===== src/rtl/irq_vector_unit.sv =====
module irq_vector_unit #(
  parameter int          AW       = 16,
  parameter logic [15:0] VEC_BASE = 16'hFFF2
) (
  input  logic          clk,
  input  logic          rst_n,
  input  logic          irq_n,
  input  logic          nmi_n,
  input  logic          swi_req,
  input  logic          ins_bound,
  input  logic          rti,
  input  logic          saved_i,
  input  logic          saved_x,
  output logic          take,
  output logic [AW-1:0] vec_addr,
  output logic          i_mask,
  output logic          x_mask
);
  localparam logic [AW-1:0] V_IRQ = AW'(VEC_BASE);
  localparam logic [AW-1:0] V_NMI = AW'(VEC_BASE + 16'd2);
  localparam logic [AW-1:0] V_SWI = AW'(VEC_BASE + 16'd4);
  localparam logic [AW-1:0] V_RST = AW'(VEC_BASE + 16'd12);

  logic rst_pend, nmi_prev, nmi_pend, swi_pend;
  logic nmi_fall, swi_any, go_nmi, go_swi, go_irq, arb_ok;

  assign nmi_fall = nmi_prev & ~nmi_n;
  assign swi_any  = swi_pend | swi_req;
  assign arb_ok   = ~rst_pend & ins_bound;
  assign go_nmi   = arb_ok & nmi_pend & ~x_mask;
  assign go_swi   = arb_ok & ~go_nmi & swi_any;
  assign go_irq   = arb_ok & ~go_nmi & ~go_swi & ~irq_n & ~i_mask;

  always_ff @(posedge clk or negedge rst_n) begin
    if (!rst_n) begin
      rst_pend <= 1'b1;
      nmi_prev <= 1'b1;
      nmi_pend <= 1'b0;
      swi_pend <= 1'b0;
      take     <= 1'b0;
      vec_addr <= V_RST;
      i_mask   <= 1'b1;
      x_mask   <= 1'b1;
    end else begin
      nmi_prev <= nmi_n;
      nmi_pend <= (nmi_pend & ~go_nmi) | nmi_fall;
      swi_pend <= swi_any & ~go_swi;
      rst_pend <= 1'b0;
      take     <= rst_pend | go_nmi | go_swi | go_irq;
      if (rst_pend)    vec_addr <= V_RST;
      else if (go_nmi) vec_addr <= V_NMI;
      else if (go_swi) vec_addr <= V_SWI;
      else if (go_irq) vec_addr <= V_IRQ;
      if (!rst_pend) begin
        i_mask <= (go_nmi | go_swi | go_irq) ? 1'b1 : (rti ? saved_i : i_mask);
        x_mask <= go_nmi ? 1'b1 : (rti ? saved_x : x_mask);
      end
    end
  end
endmodule


===== config.mk =====
export PLATFORM = sky130hd
export DESIGN_NAME = irq_vector_unit
export DESIGN_NICKNAME = d
export VERILOG_FILES = /design/src/rtl/irq_vector_unit.sv
export SDC_FILE = /design/constraint.sdc
export NUM_CORES = 1
export LEC_CHECK = 0
export ABC_AREA = 1
export BUFFER_PORTS_ARGS = -buffer_cell sky130_fd_sc_hd__buf_2
export CORE_AREA = 3 3 40 42
export CTS_CLUSTER_DIAMETER = 50
export CTS_CLUSTER_SIZE = 40
export DETAILED_ROUTE_END_ITERATION = 10
export DIE_AREA = 0 0 43 45
export GPL_ROUTABILITY_DRIVEN = 0
export PLACE_DENSITY = 0.76
export SYNTH_ARGS = -nofsm -noshare
export SYNTH_HDL_FRONTEND = slang
export SYNTH_SLANG_ARGS = --single-unit

===== constraint.sdc =====
create_clock -name clk -period 1.4 [get_ports clk]
set_clock_uncertainty 0.2 [all_clocks]
set_input_delay 0.07 -clock clk [delete_from_list [all_inputs] [get_ports clk]]
set_output_delay 0.07 -clock clk [all_outputs]
set_load 0.005 [all_outputs]

* After elaboration in Yosys (flattened, before gate mapping)
Cells that the tools add are included.
** Storage, ports and cells
- Input bits :: 9
- Flip-flop bits (word level) :: 23
- Output and inout bits :: 19
** Cells by class
- Reduce and logical (&&, ||, !) cells :: 5
- Muxes and demuxes :: 8
- Bitwise logic cells :: 25
** Operators by type and width (count)
- $mux 16 :: 4
- $and 1x1->1 :: 11
- $not 1->1 :: 7
- $or 1x1->1 :: 7
- $mux 1 :: 4
- $reduce_and 2->1 :: 2
- $reduce_bool 2->1 :: 2
- $reduce_bool 4->1 :: 1

* Depth between registers and ports, before layout
- Word-level depth :: 15
- Mapped depth :: 7

* Worst setup path after synthesis
OpenSTA, ideal clock, no wires.
- Kind :: register to register
- Start :: reg x_mask
- End :: reg vec_addr[1]
- Cell stages (with the launch flop) :: 8
- Path buffers :: 0
- Setup slack :: 0.197 ns
- Arrival :: 0.927 ns
- Path through :: dfstp_2 > inv_2 > nand2_2 > nand2_2 > nand2_2 > nand3_2 > nand2_1 > nand2_1
** Between the ends
- Cells in the longest elaborated chain, start to end :: 10
- Elaborated cells on any way between the ends :: 13
** Ends and longest elaborated chain
- from (decl) :: line 17 : output logic x_mask
- from (signal assigned) :: line 56 : x_mask <= go_nmi ? 1'b1 : (rti ? saved_x : x_mask);
- $not 1->1 (*) :: line 30 : assign go_nmi = arb_ok & nmi_pend & ~x_mask;
- $and 1x1->1 (*) :: line 30
- $not 1->1 :: line 31, 32
- $and 1x1->1 :: line 31, 32
- $and 1x1->1 :: line 31 : assign go_swi = arb_ok & ~go_nmi & swi_any;
- $not 1->1 :: line 32 : assign go_irq = arb_ok & ~go_nmi & ~go_swi & ~irq_n & ~i_mask;
- $and 1x1->1 (3 in series) :: line 32
- $reduce_bool 4->1 (no source line)
- to (signal assigned) :: line 41 : vec_addr <= V_RST;
- to (signal assigned) :: line 50 : if (rst_pend) vec_addr <= V_RST;
- to (signal assigned) :: line 51 : else if (go_nmi) vec_addr <= V_NMI;
- to (decl) :: line 15 : output logic [AW-1:0] vec_addr,
Mark *: on every way between the ends. The rest lies on a longest branch, timed or not.
A chain may end at the register's enable or synchronous reset.

* Final worst setup path
Ends and elaborated chain as after synthesis.

==> results.toml <==
[place]
detailedPlacementHpwl_um = 688.4
dp.cells = 84
port-buffer-count = 14

[clocking]
cts_max_path_buffers = 2
clockRootBuffer = "clkbuf_4"
tritoncts_num_sinks = 10
worst_setup_hold_path_clk_slew_ns = 0.07
cts_htree_levels = 1
cts_tree = "built"
tritoncts.num_buffers = 3
cts_repair_resize_count = 0
clk_latency_ns = 0.26

[setup_path]
worstRegToRegCells = 7
cp-end-kind = "flop"
worstPathMaxFanout = 5
cp-startpoint = "x_mask$_DFFE_PN1P_"
rrSetupSlack_ns = 0.10
setup.worst_path.start_class = "flop"
arrival_ns = 1.29
timing.critical_path.to = "vec_addr[1]$_DFFE_PN1P_"
timing.setup.critical_path_class = "reg2reg"
critical_path.reg2reg.startpoint = "x_mask$_DFFE_PN1P_"
r2r_end = "vec_addr[1]$_DFFE_PN1P_"
worst_ep_required_time_ns = 1.40

[finish]
final.fill_count = 130
antenna-diode-count = 0
final_cell_count_no_fill = 97
register_area_sq_um = 259.0
nets = 92
layout-drive-gt1-share_pct = 41.46
footprint_of_the_multi_input_gates_sq_um = 190.2
area_growth_pct = 31.03
utilization_pct = 53.46

[timing]
max_clock_freq_mhz = 771.9
hold_violations = 0
timing.final.crit_period_ns = 1.296
finalSetupViolations = 0
setup-tns-final_ns = 0
grt_setup_unrepaired = "false"
number_of_max_slew_violations_in_the_final_report = 0
finalCritPeriodShare_pct = 92.54

[pwr]
cellPowerDensity_mw_per_mm2 = 1096
net-switching-power_uw = 195.0
combinationalPowerShare_pct = 18.0
vdd.ir_drop.worst_mv = 0.4897
clockPowerShare_pct = 34.6
cell_internal_pwr_uw = 557.8
power.switching_fraction_pct = 25.90
p_seq_share_pct = 47.5
cellLeakagePower_uw = 0.0003460

[global_route]
grt_antenna_before_repair = 0
maximum_number_of_pins_on_one_net_before_global_route_repair = 9
grt_use_total_pct = 11.74
grt_remaining_overflow = 0
first_global_vias = 389
grt_first_pass_wirelength_um = 1573

[route]
drc = 0
drt_wl_total_um = 969
viasPerCell = 4.216
num_vias = 409
drt-initial-drc-count = 2
drt_pass1_iterations = 4
route.antenna.remaining_nets = 0
wl_per_cell_um = 9.990

[synthesis]
combined_area_of_all_synthesized_cells_sq_um = 524.3
post_synth_inst_count = 56
postSynthRegisterBits = 10
synth.yosys.seq_area_share_pct = 49.40
ys.warnings.count = 0
yosys.cell_types.count = 18
postSynthAreaPerCell_sq_um = 9.362

[status]
status = "finished, final reports clean"

[floorplan]
ios = 28
initial_core_utilization_pct = 40.80
die-area_sq_mm = 0.001935
coreArea_sq_mm = 0.001285
floorplan.die.height_um = 45
placementRows = 13
die_x_um = 43

[hold_path]
worst_hold_path_type = "in2async"

[flow_run]
maxCapViolCount = 0
## synthesized netlist by cell type (all sizes together)
cell type / number / area (sq um)
a21oi: 1 / 5.000
dfrtp: 3 / 75.07
o22ai: 1 / 6.260
conb: 2 / 7.510
buf: 13 / 97.59
nand3: 6 / 35.03
dfstp: 7 / 183.9
nor2: 3 / 21.27
inv: 6 / 22.52
nor3: 1 / 5.000
nand2: 10 / 47.54
o21ai: 1 / 5.000
nand4: 2 / 12.51
## area by class of cell
| type | instances | share of cell area, % |
|---|---|---|
| Clock buffer | 4 | 5.282 |
| Inverter | 6 | 3.279 |
| Multi-Input combinational cell | 39 | 27.69 |
| Sequential cell | 10 | 37.70 |
| Tap cell | 15 | 2.732 |
| Timing Repair Buffer | 23 | 23.32 |
## state kept, by name (all words and copies together) (netlist names)
register and cells:
i_mask 1, nmi_pend 1, nmi_prev 1, rst_pend 1, swi_pend 1, take 1, vec_addr 3, x_mask 1
## power by group through the flow
stage	logic, uW	clock network, uW	registers (uW)
4_1_cts	136	270	358
3_5_place_dp	116	0	363
2_1_floorplan	94.9	0	362
5_1_grt	155	273	361
6_report	135	260	357
3_3_place_gp	113	0	361
## placed cells by master, fill, tap and decap left out
| cell type | n |
|---|---|
| a21oi_1 | 1 |
| buf_2 | 14 |
| clkbuf_4 | 3 |
| clkbuf_8 | 1 |
| conb_1 | 14 |
| dfrtp_1 | 3 |
| dfstp_2 | 7 |
| dlygate4sd3_1 | 9 |
| inv_1 | 4 |
| inv_2 | 2 |
| nand2_1 | 6 |
| nand2_2 | 4 |
| nand3_1 | 5 |
| nand3_2 | 1 |
| nand4_1 | 2 |
| nor2_1 | 1 |
| nor2_2 | 1 |
| nor2_4 | 1 |
| nor3_1 | 1 |
| o21ai_1 | 1 |
| o22ai_1 | 1 |
## worst max-delay path, cell delays in order (launching register included)
cell and delay [ns]:
dfstp_2 0.56, inv_2 0.04, nand2_2 0.07, nand2_2 0.06
nand2_2 0.11, nand3_2 0.09, nand2_1 0.07, nand2_1 0.05
## metal layers
layer | up-vias | routed length [um] | part of all wire [%] | track usage, %
li1 | 201 | - | - | -
met1 | 187 | 413 | 43 | 12.56
met2 | 19 | 454 | 47 | 18.86
met3 | 2 | 91 | 9.4 | 3.187
met4 | 0 | 10 | 1.0 | 10.84
met5 | - | 0 | 0 | 0
## per-stage QoR
| stage | setup WS, ns | power, uW | hold WS, ns | cell area (sq um) |
|---|---|---|---|---|
| after floorplan | 0.1968 | 456.6 | -0.4256 | 569.3 |
| after global placement | 0.1521 | 474.4 | -0.2708 | 560.5 |
| after detailed placement | 0.1141 | 478.5 | -0.2631 | 560.5 |
| after CTS | 0.1017 | 764.4 | 0.1746 | 686.9 |
| after global routing | 0.02782 | 790.0 | 0.2275 | 686.9 |
| final | 0.1045 | 752.7 | 0.1672 | 686.9 |
## cells by family (layout without fill, tap and decap cells)
family | Yosys count | count (layout) | synth area share [%]
DFF | 10 | 10 | 49.40
other | 2 | 14 | 1.433
buffers and inverters | 19 | 33 | 22.91
and+or+nand+nor | 22 | 22 | 23.15
AOI/OAI and AO/OA | 3 | 3 | 3.102
## timing repair
action,4_1_cts,5_1_grt
hold endpoints to repair,18,0
hold buffers,9,0
buffers inserted,0,0
## how the worst min path moves through the flow
stage	from	end	slack [ns]	cells after the start
2_1_floorplan	rst_n	nmi_pend$_DFF_PN0_	-0.43	0
3_3_place_gp	rst_n	nmi_pend$_DFF_PN0_	-0.27	1
3_5_place_dp	rst_n	nmi_pend$_DFF_PN0_	-0.26	1
4_1_cts	rst_n	rst_pend$_DFF_PN1_	0.17	2
5_1_grt	rst_n	i_mask$_DFFE_PN1P_	0.23	2
6_report	rst_n	rst_pend$_DFF_PN1_	0.17	2
No activity file was read; power rests on OpenSTA's default activity.
